## config.mk

```make
export PLATFORM = sky130hd
export DESIGN_NAME = exe_core
export DESIGN_NICKNAME = d
export VERILOG_FILES = /design/src/rtl/exe_pkg.sv /design/src/rtl/exe_decode.sv /design/src/rtl/exe_alu.sv /design/src/rtl/exe_pc.sv /design/src/rtl/exe_core.sv
export SDC_FILE = /design/constraint.sdc
export NUM_CORES = 1
export LEC_CHECK = 0
export ABC_AREA = 1
export BUFFER_PORTS_ARGS = -buffer_cell sky130_fd_sc_hd__buf_2
export CAP_MARGIN = 30
export CORE_ASPECT_RATIO = 0.75
export CORE_MARGIN = 1.5
export CORE_UTILIZATION = 57
export DETAILED_ROUTE_END_ITERATION = 7
export GPL_TIMING_DRIVEN = 1
export PLACE_DENSITY_LB_ADDON = 0.3
export SLEW_MARGIN = 10
export SYNTH_ARGS = -nofsm -noshare
export SYNTH_HDL_FRONTEND = slang
export SYNTH_SLANG_ARGS = --single-unit
```

## constraint.sdc

```tcl
create_clock -name clk -period 5.13 [get_ports clk]
set_clock_uncertainty 0.15 [all_clocks]
set_input_delay 1.026 -clock clk [delete_from_list [all_inputs] [get_ports clk]]
set_output_delay 1.026 -clock clk [all_outputs]
set_load 0.05 [all_outputs]
```

## src/rtl/exe_pkg.sv

```systemverilog
// Package exe_pkg
// Shared opcode values, operation classes, the flag record and the cycle
// costs used by every module of the instruction executor.
package exe_pkg;

    localparam logic [7:0] OPC_ADD_IMM = 8'hC6;
    localparam logic [7:0] OPC_DEC_C   = 8'h0D;
    localparam logic [7:0] OPC_CPL_A   = 8'h2F;
    localparam logic [7:0] OPC_JR_NZ   = 8'h20;

    localparam int COST_SHORT = 4;
    localparam int COST_LONG  = 8;
    localparam int COST_TAKEN = 12;

    typedef enum logic [2:0] {
        CLS_ADD,
        CLS_DEC,
        CLS_CPL,
        CLS_JRNZ,
        CLS_BAD
    } op_cls_e;

    // Packed so that z lands in the highest bit, matching the status word.
    typedef struct packed {
        logic z;
        logic n;
        logic h;
        logic cy;
    } flags_t;

endpackage

```

## src/rtl/exe_decode.sv

```systemverilog
// Module exe_decode
// Maps an opcode byte to an operation class and its encoded length.
// Assumes: purely combinational; unknown opcodes map to CLS_BAD.
module exe_decode
    import exe_pkg::*;
(
    input  logic [7:0] opcode,
    output op_cls_e    cls,
    output logic       two_byte
);

    // Classify the opcode and flag the ones that carry a second byte.
    always_comb begin
        cls      = CLS_BAD;
        two_byte = 1'b0;
        case (opcode)
            OPC_ADD_IMM: begin cls = CLS_ADD;  two_byte = 1'b1; end
            OPC_DEC_C:   begin cls = CLS_DEC;  two_byte = 1'b0; end
            OPC_CPL_A:   begin cls = CLS_CPL;  two_byte = 1'b0; end
            OPC_JR_NZ:   begin cls = CLS_JRNZ; two_byte = 1'b1; end
            default:     begin cls = CLS_BAD;  two_byte = 1'b0; end
        endcase
    end

endmodule

```

## src/rtl/exe_alu.sv

```systemverilog
// Module exe_alu
// Computes the next A, C and flags, the branch decision and the cycle cost
// for one operation class.
// Assumes: combinational; for CLS_BAD it returns the inputs and cost 0.
module exe_alu
    import exe_pkg::*;
#(
    parameter int CYC_W = 4
) (
    input  op_cls_e          cls,
    input  logic [7:0]       a_in,
    input  logic [7:0]       c_in,
    input  flags_t           fl_in,
    input  logic [7:0]       arg,
    output logic [7:0]       a_out,
    output logic [7:0]       c_out,
    output flags_t           fl_out,
    output logic             taken,
    output logic [CYC_W-1:0] cost
);

    localparam logic [CYC_W-1:0] C_SHORT = CYC_W'(COST_SHORT);
    localparam logic [CYC_W-1:0] C_LONG  = CYC_W'(COST_LONG);
    localparam logic [CYC_W-1:0] C_TAKEN = CYC_W'(COST_TAKEN);

    logic [8:0] sum9;
    logic [4:0] lo5;
    logic [7:0] c_dec;

    // Full-width and nibble-width sums for the add, and the decremented C.
    always_comb begin
        sum9  = {1'b0, a_in} + {1'b0, arg};
        lo5   = {1'b0, a_in[3:0]} + {1'b0, arg[3:0]};
        c_dec = c_in - 8'd1;
    end

    // Select results, flag effects and cost for the class.
    always_comb begin
        a_out  = a_in;
        c_out  = c_in;
        fl_out = fl_in;
        taken  = 1'b0;
        cost   = '0;
        case (cls)
            CLS_ADD: begin
                a_out     = sum9[7:0];
                fl_out.z  = (sum9[7:0] == 8'h00);
                fl_out.n  = 1'b0;
                fl_out.h  = lo5[4];
                fl_out.cy = sum9[8];
                cost      = C_LONG;
            end
            CLS_DEC: begin
                c_out    = c_dec;
                fl_out.z = (c_dec == 8'h00);
                fl_out.n = 1'b1;
                fl_out.h = (c_in[3:0] == 4'h0);
                cost     = C_SHORT;
            end
            CLS_CPL: begin
                a_out    = ~a_in;
                fl_out.n = 1'b1;
                fl_out.h = 1'b1;
                cost     = C_SHORT;
            end
            CLS_JRNZ: begin
                taken = ~fl_in.z;
                cost  = fl_in.z ? C_LONG : C_TAKEN;
            end
            default: begin
                cost = '0;
            end
        endcase
    end

endmodule

```

## src/rtl/exe_pc.sv

```systemverilog
// Module exe_pc
// Next program counter: steps past the instruction bytes, or jumps
// relative to the stepped value when a branch is taken.
// Assumes: PC_W > 8; an illegal opcode holds the PC.
module exe_pc #(
    parameter int PC_W = 16
) (
    input  logic [PC_W-1:0] pc_in,
    input  logic            legal,
    input  logic            two_byte,
    input  logic            taken,
    input  logic [7:0]      offset,
    output logic [PC_W-1:0] pc_out
);

    localparam int EXT_W = PC_W - 8;

    logic [PC_W-1:0] step;
    logic [PC_W-1:0] seq;
    logic [PC_W-1:0] rel;

    // Instruction length, sequential address and sign-extended offset.
    always_comb begin
        step = two_byte ? PC_W'(2) : PC_W'(1);
        seq  = pc_in + step;
        rel  = {{EXT_W{offset[7]}}, offset};
    end

    // Choose hold, sequential or branch target.
    always_comb begin
        if (!legal)
            pc_out = pc_in;
        else if (taken)
            pc_out = seq + rel;
        else
            pc_out = seq;
    end

endmodule

```

## src/rtl/exe_core.sv

```systemverilog
// Module exe_core
// Execute stage for a four-instruction subset of an 8-bit accumulator CPU.
// It holds A, C, the flags and the PC, accepts one opcode when ready, and
// reports the cost with a one-cycle done strobe.
// Assumes: op_arg is valid with op_code even when the opcode ignores it;
// reset is synchronous and active low.
module exe_core
    import exe_pkg::*;
#(
    parameter int              PC_W     = 16,
    parameter int              CYC_W    = 4,
    parameter logic [PC_W-1:0] RESET_PC = '0
) (
    input  logic             clk,
    input  logic             rst_n,
    input  logic             op_valid,
    input  logic [7:0]       op_code,
    input  logic [7:0]       op_arg,
    output logic             op_ready,
    output logic             done,
    output logic [CYC_W-1:0] cycles,
    output logic             illegal,
    output logic [7:0]       reg_c,
    output logic [PC_W-1:0]  pc,
    output logic [15:0]      status
);

    logic [7:0]       a_q, c_q;
    flags_t           fl_q;
    logic [PC_W-1:0]  pc_q;
    logic             done_q, ill_q;
    logic [CYC_W-1:0] cyc_q;
    logic             seen_q;

    op_cls_e          cls;
    logic             two_byte;
    logic [7:0]       a_nx, c_nx;
    flags_t           fl_nx;
    logic             taken;
    logic [CYC_W-1:0] cost;
    logic [PC_W-1:0]  pc_nx;
    logic             accept;

    exe_decode u_dec (
        .opcode   (op_code),
        .cls      (cls),
        .two_byte (two_byte)
    );

    exe_alu #(.CYC_W(CYC_W)) u_alu (
        .cls    (cls),
        .a_in   (a_q),
        .c_in   (c_q),
        .fl_in  (fl_q),
        .arg    (op_arg),
        .a_out  (a_nx),
        .c_out  (c_nx),
        .fl_out (fl_nx),
        .taken  (taken),
        .cost   (cost)
    );

    exe_pc #(.PC_W(PC_W)) u_pc (
        .pc_in    (pc_q),
        .legal    (cls != CLS_BAD),
        .two_byte (two_byte),
        .taken    (taken),
        .offset   (op_arg),
        .pc_out   (pc_nx)
    );

    // Handshake: ready except in the cycle of the done strobe.
    always_comb begin
        op_ready = ~done_q;
        accept   = op_valid & op_ready;
    end

    // Architectural state: commit the results of an accepted opcode.
    always_ff @(posedge clk) begin
        if (!rst_n) begin
            a_q  <= 8'h00;
            c_q  <= 8'h00;
            fl_q <= '0;
            pc_q <= RESET_PC;
        end else if (accept) begin
            a_q  <= a_nx;
            c_q  <= c_nx;
            fl_q <= fl_nx;
            pc_q <= pc_nx;
        end
    end

    // Completion strobe, illegal flag and reported cost.
    always_ff @(posedge clk) begin
        if (!rst_n) begin
            done_q <= 1'b0;
            ill_q  <= 1'b0;
            cyc_q  <= '0;
        end else begin
            done_q <= accept;
            ill_q  <= accept & (cls == CLS_BAD);
            if (accept)
                cyc_q <= cost;
        end
    end

    // Marks that at least one clock has passed since reset, for the checks.
    always_ff @(posedge clk) begin
        if (!rst_n)
            seen_q <= 1'b0;
        else
            seen_q <= 1'b1;
    end

    // Drive the output ports from the registers.
    always_comb begin
        done    = done_q;
        illegal = ill_q;
        cycles  = cyc_q;
        reg_c   = c_q;
        pc      = pc_q;
        status  = {a_q, fl_q, 4'b0000};
    end

    // done lasts one cycle and only follows an acceptance.
    p_done_pulse_r8: assert property (@(posedge clk) disable iff (!rst_n)
        done_q |=> !done_q);
    p_done_after_accept_r8: assert property (@(posedge clk) disable iff (!rst_n)
        done_q |-> $past(accept));

    // an illegal opcode raises done and freezes all state.
    p_illegal_freeze_r9: assert property (@(posedge clk) disable iff (!rst_n)
        (seen_q && ill_q) |-> (done_q && cyc_q == '0 && a_q == $past(a_q)
            && c_q == $past(c_q) && fl_q == $past(fl_q) && pc_q == $past(pc_q)));

    // the complement keeps Z, the carry flag and C.
    p_cpl_keeps_r4: assert property (@(posedge clk) disable iff (!rst_n)
        (seen_q && done_q && $past(cls) == CLS_CPL) |->
            (a_q == ~$past(a_q) && fl_q.n && fl_q.h && fl_q.z == $past(fl_q.z)
             && fl_q.cy == $past(fl_q.cy) && c_q == $past(c_q)));

    // the decrement keeps A and the carry flag.
    p_dec_keeps_r3: assert property (@(posedge clk) disable iff (!rst_n)
        (seen_q && done_q && $past(cls) == CLS_DEC) |->
            (a_q == $past(a_q) && fl_q.cy == $past(fl_q.cy) && fl_q.n));

    // the relative jump touches neither registers nor flags.
    p_jump_no_flags_r6: assert property (@(posedge clk) disable iff (!rst_n)
        (seen_q && done_q && $past(cls) == CLS_JRNZ) |->
            (a_q == $past(a_q) && c_q == $past(c_q) && fl_q == $past(fl_q)));

    // the taken cost only comes from a jump with Z clear.
    p_taken_cost_r5: assert property (@(posedge clk) disable iff (!rst_n)
        (done_q && cyc_q == CYC_W'(COST_TAKEN)) |->
            ($past(cls) == CLS_JRNZ && !$past(fl_q.z)));

endmodule

```

* Yosys cells after proc, flatten, opt, wreduce, memory -nomap -nowiden
Cells that the tools add are included.
** Word-level totals
- Logic and storage cells :: 54
- Output and inout bits :: 47
- Register bits after elaboration :: 42
** Cells by class
- Mux-type cells :: 10
- Bitwise logic cells :: 5
- Equal/unequal tests :: 9
- Reduce and logical (&&, ||, !) cells :: 15
- Add/sub/neg operators :: 5
** Operators with widths (count)
- adder 16 bit :: 2
- == test 8 x 6 -> 1 bit (second input constant) :: 2
- zero test 8 bit :: 2
- 2-to-1 mux 16 bit :: 1
- case mux 8 bit (2 select lines) :: 1
- case mux 3 bit (4 select lines) :: 1
- case mux 4 bit (3 select lines) :: 1
- AND reduction 2 bit :: 6
- adder 8 x 8 -> 9 bit :: 1
- == test 8 x 4 -> 1 bit (second input constant) :: 1
- == test 8 bit (second input constant) :: 1
- inverter 8 bit :: 1
- subtractor 8 x 1 -> 8 bit (second input constant) :: 1
- == test 3 x 2 -> 1 bit (second input constant) :: 2
- case mux 2 bit (3 select lines) :: 1
- adder 4 x 4 -> 5 bit :: 1
- zero test 4 bit :: 1
- nonzero test 2 bit :: 2
- OR reduction 2 bit :: 2
- == test 3 x 1 -> 1 bit (second input constant) :: 1
- == test 3 bit (second input constant) :: 1
- zero test 3 bit :: 1
- 2-to-1 mux 3 bit :: 1
- inequality test 3 bit (second input constant) :: 1
- other kinds (6) :: 9

* Longest topological paths before layout
Gate-level depths: netlist of run 1.
- Depth after elaboration :: 7
- Depth in mapped cells :: 28

* Cells and area by module
A second synthesis of run 1 with hierarchy kept.
** Unflattened totals
- Cells, all modules :: 768
- Area total of the unflattened synthesis :: 4521.8 um^2
** By module, submodules not included
- exe_core :: instances 1, area an instance 1829.3 um^2, cells an instance 273
- exe_pc :: instances 1, area an instance 1590.3 um^2, cells an instance 286
- exe_alu :: instances 1, area an instance 935.9 um^2, cells an instance 174
- exe_decode :: instances 1, area an instance 166.4 um^2, cells an instance 35

* Worst setup path after synthesis of run 1
No wires, ideal clock.
- Kind :: input to register
- From :: input op_code[4]
- To :: register pc_q[15] (netlist: pc[15])
- Stages :: 28
- Setup slack :: 1.047 ns
- Data arrival time :: 3.824 ns
- Setup time :: 0.109 ns
- Cell sequence :: inv_1 > nand3_4 > nor2_8 > inv_4 > nand2_1 > inv_1 > ha_1 > inv_1 > fa_1 > nor2_2 > nand3_1 > nor2_1 > nand2_1 > nand2_1 > inv_1 > ha_1 > nand2_1 > inv_1 > nand2_1 > nand2_1 > a21oi_1 > nand2_1 > nand2_1 > nand3_1 > nand2_1 > nand3_1 > nand2_1 > inv_1
** Between the ends
- Word-level cells in the longest chain between the ends :: 7
- Elaborated cells between the ends (all ways) :: 15
- Those cells by class :: 2 x add/sub; 6 x eq/ne; 5 x mux; 2 x reduce/logical
** Ends and longest elaborated chain
- start, declared :: RTL line exe_core.sv:17 : input logic [7:0] op_code,
- == test 8 bit or == test 8 x 6 -> 1 bit (tied branches) :: RTL line exe_decode.sv:16 : case (opcode)
- OR reduction 2 bit (no line)
- 2-to-1 mux 1 bit :: RTL line exe_decode.sv:16
- 2-to-1 mux 2 bit :: RTL line exe_pc.sv:24 : step = two_byte ? PC_W'(2) : PC_W'(1);
- adder 16 bit :: RTL line exe_pc.sv:25 : seq = pc_in + step;
- adder 16 bit :: RTL line exe_pc.sv:34 : pc_out = seq + rel;
- 2-to-1 mux 16 bit :: RTL line exe_pc.sv:33 : else if (taken)
- end signal, assigned :: RTL line exe_core.sv:89 : pc_q <= pc_nx;
- end, declared :: RTL line exe_core.sv:30 : logic [PC_W-1:0] pc_q;
Several ways; a longest one is shown, not always the timed one.
A chain may end at the register's enable or synchronous reset.

* Worst setup path after layout of run 1
- From :: input op_code[0]
- To :: register pc_q[15] (netlist: pc[15])
The elaborated chain is that of the path after synthesis.

==> summary.md, run 1 <==
| Metric | Value |
|---|---|
| #FFs+latches synth | `40` |
| Pleak | `0.002081 µW` |
| Antenna diode count | `0` |
| DRC viols | `0` |
| Worst-path clk slew | `0.08 ns` |
| Dominant synthesized flop cell | `dfxtp_1` |
| Synth cell types | `between 40 and 50` |
| Drt pass-1 iters | `5` |
| Number of clock sinks | `40` |
| Share of synthesized registers carrying an async set or reset | `0` |
| Std cell rows | `25` |
| Largest net degree at the start of global routing | `34` |
| Part of the cycle the worst path needs | `0.8565` |
| Die Ht | `72.37 µm` |
| Data required time of the critical path | `5.18 ns` |
| I/O Buffers | `59` |
| Post-synthesis mux area share | `0` |
| Clock Latency Late Sink | `0.31 ns` |
| Post-cts hold buffer count | `0` |
| Synth top area cells | `dfxtp_1, nand2_1, ha_1` |
| Initial core utilization | `0.5846` |
| Most frequent cell after synthesis | `nand2_1` |
| GP Congestion | `roughly 1` |
| Syn Inst Count | `557` |
| DR iter-0 viols | `267` |
| First-pass GRT wire length | `16100 µm` |
| CP max stage delay | `0.41 ns` |
| Final min period | `4.394 ns` |
| Number of synthesized flops with an enable pin | `0` |
| Io pins | `66` |
| CTS Root Buffer Type | `clkbuf_8` |
| Routed WL | `a little under 10000 µm` |
| Vias | `3765` |
| Simple-gate share of the synthesized area | `0.3373` |
| Number of CTS-inserted buffers | `5` |
| Setup slack after placement | `0.4663 ns` |
| Area share of the largest cell type after synthesis | `0.2190` |
| Max Slew Vio Count | `0` |
| Setup-failing EPs final | `0` |
| Fraction of layout cells with a size suffix above 1 | `0.1564` |
| Resize count post-CTS | `0` |
| CP cell instances | `buf_2 -> inv_1 -> nand4_1 -> nand2_1 -> inv_1 -> ha_1 -> inv_1 -> fa_1 -> nor2_2 -> nand3_1 -> xor2_1 -> ha_1 -> nand2_1 -> inv_1 -> a21oi_1 -> nand2_1 -> nand2_1 -> nand2_1 -> nand2_1 -> nand3_1 -> nand2_1 -> nand3_1 -> nand2_1 -> inv_1` |
| Dpl hpwl | `7616 µm` |
| Min-delay worst type | `reg2reg` |
| Post-CTS Setup Repair Bufs | `0` |
| Top cell by count, worst path | `nand2_1` |
| Syn avg cell area | `around 6.6 µm²` |
| Crit end category | `register` |
| Initial antenna violation count | `0` |
| Slew margin rel. | `0.5951` |
| Final worst slack | `~0.74 ns` |
| Max Buffers Root-to-Sink | `2` |
| RSZ-0062 raised after global routing | `false` |
| Fmax | `0.2276 GHz` |
| Core area | `0.006256 mm²` |
| # fillers | `595` |
| Synth Area in XOR/XNOR | `0.05748` |
| Post-synthesis sequential area ratio | `0.2190` |
| Biggest area consumer among synthesized cells | `dfxtp_1` |
| Crit path max-delay family | `simple AND/OR/NAND/NOR gates` |
| Area of the multi-input gates | `0.002497 mm²` |
| Final hold vios | `0` |
| Number of vias per cell | `5.417` |
| Wirelength per Cell | `14.15 µm` |
| CP max FO | `6` |
| Worst VDD drop | `0.1104 mV` |
| Synth warnings | `0` |
| DRT antenna net count | `0` |
| Register area | `800.8 µm²` |
| CTS tree | `built` |
| Arrival time at the worst endpoint | `roughly 4.5 ns` |
| Die X | `about 95 µm` |
| Compound-gate portion of the synthesized area | `0.1594` |
| Post-Synth Adder-Cell Area | `0.1225` |
| Remaining Overflow, GRT | `0` |
| Worst hold slack | `0.3161 ns` |
| CP startpoint kind | `input pin` |
| Die Area | `0.006911 mm²` |
| Setup TNS | `0 ns` |
| Synth Cell Area | `0.003657 mm²` |
| Worst-Margin Slew | `between 0.6 and 0.7 ns` |
| Area grow syn2layout | `10.98%` |
| WS Path Type | `in2reg` |
| Synth cell count leaders | `nand2_1, nor2_1, inv_1` |
| # Max-Cap Violations | `0` |
| H-tree depth | `2` |
| Status | `completed` |
| Buffer and inverter count on the worst path | `6` |
| Crit-path slowest cell | `fa_1` |
| Vias in the first global route | `3488` |
| R2R Setup Slk | `around 1.8 ns` |
| Largest family of logic cells by synthesized area | `simple AND/OR/NAND/NOR gates` |
| Total track usage | `0.2995` |
| Post-layout nets | `666` |
| Pwr per Cell Area | `between 150 and 200 mW/mm²` |
## kinds of logic (layout without fill, tap and decap cells)
logic type      Yosys count  after routing
xor+xnor                 24             24
fa+ha+maj                34             34
simple gates            263            263
other cells               1              6
flops                    40             40
compound gates          111            111
buf+inv                  84            136
## worst reg2reg max path, cell delays in order, from the launching register on
cell and delay, ns:
dfxtp_1 0.39, ha_1 0.18, inv_1 0.05, fa_1 0.41, nor2_2 0.28, nand3_1 0.19, xor2_1 0.23, ha_1 0.32
nand2_1 0.18, inv_1 0.06, a21oi_1 0.13, nand2_1 0.14, nand2_1 0.13, nand2_1 0.06, nand2_1 0.07, nand3_1 0.07
nand2_1 0.07, nand3_1 0.06, nand2_1 0.07, inv_1 0.04
## state kept, by name (all words and copies together), names as in the netlist
name,count
illegal,1
cycles,2
reg_c,8
done,1
a_q,8
pc,16
status,4
## layer usage
metal / up-vias / share of wire / GRT usage
li1: 1919 / - / -
met1: 1672 / 0.47 / 0.4110
met2: 156 / 0.44 / 0.4831
met3: 18 / 0.080 / 0.05241
met4: 0 / 0.015 / 0.08333
met5: - / 0 / 0
## through the flow
stage	instances	total power, µW	utilization	area (µm²)
floorplan	562	401.5	-	3676
finish	695	657.0	0.6488	4059
detailed placement	687	427.1	0.6332	3961
global route	695	688.1	0.6488	4059
global placement	687	423.3	0.6332	3961
CTS	695	659.5	0.6488	4059
## final timing paths
path | start | end | cells after the start
setup reg to reg | pc[0] | pc[15] | 19
hold reg to reg | cycles[3] | cycles[3] | 2
hold / removal | cycles[3] | cycles[3] | 2
setup / recovery | op_code[0] | pc[15] | 24
## power by group
group | internal, µW | switching, µW | leakage [µW]
Combinational | 31.4 | 75.4 | 0.00171
Clock | 109 | 126 | 0.0000434
Sequential | 313 | 2.30 | 0.000323
## placed cells by master, fill, tap and decap left out, types with 15 or more instances in the layout
| cell | count |
|---|---|
| o21ai_1 | 19 |
| nand3_1 | 37 |
| inv_1 | 63 |
| ha_1 | 31 |
| dfxtp_1 | 40 |
| o21ai_0 | 30 |
| nor2_1 | 70 |
| buf_2 | 59 |
| nand2_1 | 115 |
| xor2_1 | 15 |
| a21oi_1 | 54 |
## final cells by class
cell class | count | area share
clock buffers | 6 | 0.02035
clock inverters | 2 | 0.003699
inverters | 69 | 0.06566
multi-input cells | 438 | 0.6153
flip-flops and latches | 40 | 0.1973
well taps | 81 | 0.02497
repair buffers | 59 | 0.07275
(Power assumes the default switching activity.)
==> inputs of run 2 (changes only) <==
CORE_UTILIZATION = 55   (was 57)
==> summary.md, run 2 (synthesized netlist as in run 1, its figures left out) <==
| Metric | Value |
|---|---|
| Status | `completed` |
| Arrival time at the worst endpoint | `4.46 ns (about the same)` |
| DR iter-0 viols | `197 (-26%)` |
| Data required time of the critical path | `5.20 ns (+0.02 ns)` |
| # fillers | `577 (-3.0%)` |
| Io pins | `66 (unchanged)` |
| Dpl hpwl | `7403 µm (-2.8%)` |
| Vias | `3839 (+2.0%)` |
| Final min period | `4.396 ns (+0.002844 ns)` |
| Pint | `488.0 µW (+7.7%)` |
| CP startpoint kind | `input pin` |
| Vias in the first global route | `3384 (-3.0%)` |
| GP Congestion | `0.9920 (+1.2%)` |
| Crit end category | `register` |
| Final Power | `692.5 µW (+5.4%)` |
| Clock power share | `0.392 (+0.034)` |
| Fraction of layout cells with a size suffix above 1 | `0.1564 (unchanged)` |
| Initial core utilization | `0.5760 (-0.008639)` |
| Pwr per Cell Area | `170.0 mW/mm² (+5.0%)` |
| Commonest non-fill, non-tap cell in the layout | `nand2_1` |
| Die Area | `0.007153 mm² (+3.5%)` |
| Setup crit start | `op_code[6]` |
| Sequential Power Share | `0.455 (-0.024)` |
| Sw frac | `0.2953 (-0.01504)` |
| First-pass GRT wire length | `15950 µm (-0.99%)` |
| CTS tree | `built` |
| DRC viols | `0 (unchanged)` |
| Commonest cells after routing, fill and taps aside | `nand2_1, nor2_1, inv_1` |
| Number of vias per cell | `5.524 (+2.0%)` |
| Clock Latency Late Sink | `0.31 ns (about the same)` |
| Die X | `97.16 µm (+1.7%)` |
| CTS Root Buffer Type | `clkbuf_8` |
| HP Start | `cycles[2]` |
| Max reg flops | `16 (unchanged)` |
| CP max FO | `6 (unchanged)` |
| Number of CTS-inserted buffers | `5 (unchanged)` |
| Max Slew Vio Count | `0 (unchanged)` |
| Setup-failing EPs final | `0 (unchanged)` |
| DRT antenna net count | `0 (unchanged)` |
| Resize count post-CTS | `0 (unchanged)` |
| Antenna diode count | `0 (unchanged)` |
| Setup TNS | `0 ns (unchanged)` |
| RSZ-0062 raised after global routing | `false` |
| Drt pass-1 iters | `5 (unchanged)` |
| Die Ht | `73.62 µm (+1.7%)` |
| Slew margin rel. | `0.5954 (about the same)` |
| Part of the cycle the worst path needs | `0.8570 (about the same)` |
| Post-CTS Setup Repair Bufs | `0 (unchanged)` |
| Post-cts hold buffer count | `0 (unchanged)` |
| Routed WL | `9709 µm (-1.2%)` |
| Max Buffers Root-to-Sink | `2 (unchanged)` |
| H-tree depth | `2 (unchanged)` |
| Post-layout nets | `666 (unchanged)` |
| Pleak | `0.002091 µW (+0.51%)` |
| Initial antenna violation count | `0 (unchanged)` |
| Remaining Overflow, GRT | `0 (unchanged)` |
| Area grow syn2layout | `11.36%` |
| Core area | `0.006350 mm² (+1.5%)` |
| NetSw | `204.5 µW (+0.29%)` |
| Worst VDD drop | `0.1289 mV (+17%)` |
| Number of clock sinks | `40 (unchanged)` |
| I/O Buffers | `59 (unchanged)` |
| Fmax | `0.2275 GHz (about the same)` |
| Final hold vios | `0 (unchanged)` |
| Largest net degree at the start of global routing | `34 (unchanged)` |
| Std cell rows | `25 (unchanged)` |
| Worst-Margin Slew | `0.6069 ns (-0.0004396 ns)` |
| # Max-Cap Violations | `0 (unchanged)` |
| CP max stage delay | `0.41 ns (about the same)` |
| WS Path Type | `in2reg` |
| Total track usage | `0.2778 (-0.02170)` |
| Combinational Power Share | `0.153 (-0.010)` |
| Buffer and inverter count on the worst path | `5 (-1)` |
| Worst-path clk slew | `0.09 ns (about the same)` |
| Min-delay worst type | `reg2reg` |
| Crit path max-delay family | `simple AND/OR/NAND/NOR gates` |
| Crit Reg-Reg Startpoint | `pc[0]` |
| Top cell by count, worst path | `nand2_1` |
| Wirelength per Cell | `13.97 µm (-1.2%)` |
| Crit-path slowest cell | `fa_1` |
run 2: cell count changes in the layout (fill, tap and decap cells not counted), sizes merged:
cell / previous run / this run
bufinv: 0 / 1
clkbuf: 6 / 5
clkinv: 0 / 1
clkinvlp: 2 / 1
run 2: through the flow:
stage,utilization,area (µm²),std cells,setup slack [ns],hold slack (ns)
4_1_cts,0.6414,4073,695,0.7830,0.3349
2_1_floorplan,-,3676,562,1.047,0.5397
6_report,0.6414,4073,695,0.7335,0.3285
3_3_place_gp,0.6238,3961,687,0.6381,0.3190
3_5_place_dp,0.6238,3961,687,0.4549,0.3200
5_1_grt,0.6414,4073,695,0.5240,0.3623
run 2: final timing paths:
kind         slack, ns   endpoint  cells after the start
max reg2reg       1.74     pc[15]                     19
min               0.33  cycles[2]                      2
max               0.73     pc[15]                     25
min reg2reg       0.33  cycles[2]                      2
run 2: area by class of cell:
cell class,count,area [µm²],share of cell area
Tap cell,81,101.3,0.02488
Clock buffer,5,68.82,0.01690
Multi-Input combinational cell,438,2497,0.6132
Timing Repair Buffer,59,295.3,0.07250
Clock inverter,3,42.54,0.01045
Sequential cell,40,800.8,0.1966
Inverter,69,266.5,0.06544
run 2: power groups by stage:
| stage | clock, µW | sequential, µW | combinational (µW) |
|---|---|---|---|
| floorplan | 0 | 330 | 71.8 |
| global placement | 0 | 322 | 102 |
| detailed placement | 0 | 322 | 104 |
| CTS | 278 | 315 | 104 |
| global route | 290 | 315 | 117 |
| finish | 272 | 315 | 106 |
run 2: layer usage:
layer | up-vias | wire [µm] | track usage
met5 | - | 0 | 0
met4 | 0 | 102 | 0.06602
met3 | 13 | 756 | 0.06280
met2 | 140 | 4141 | 0.4429
met1 | 1758 | 4708 | 0.3849
li1 | 1928 | - | -
run 2: worst register-to-register path, delay by kind of cell, from the launching register on:
kind                       cells  cell delay (ns)
AOI/OAI and AO/OA              1             0.13
xor gates and xnor gates       1             0.25
adders and majority gates      3             0.94
buffers and inverters          3             0.16
DFF                            1             0.39
and+or+nand+nor               11             1.28
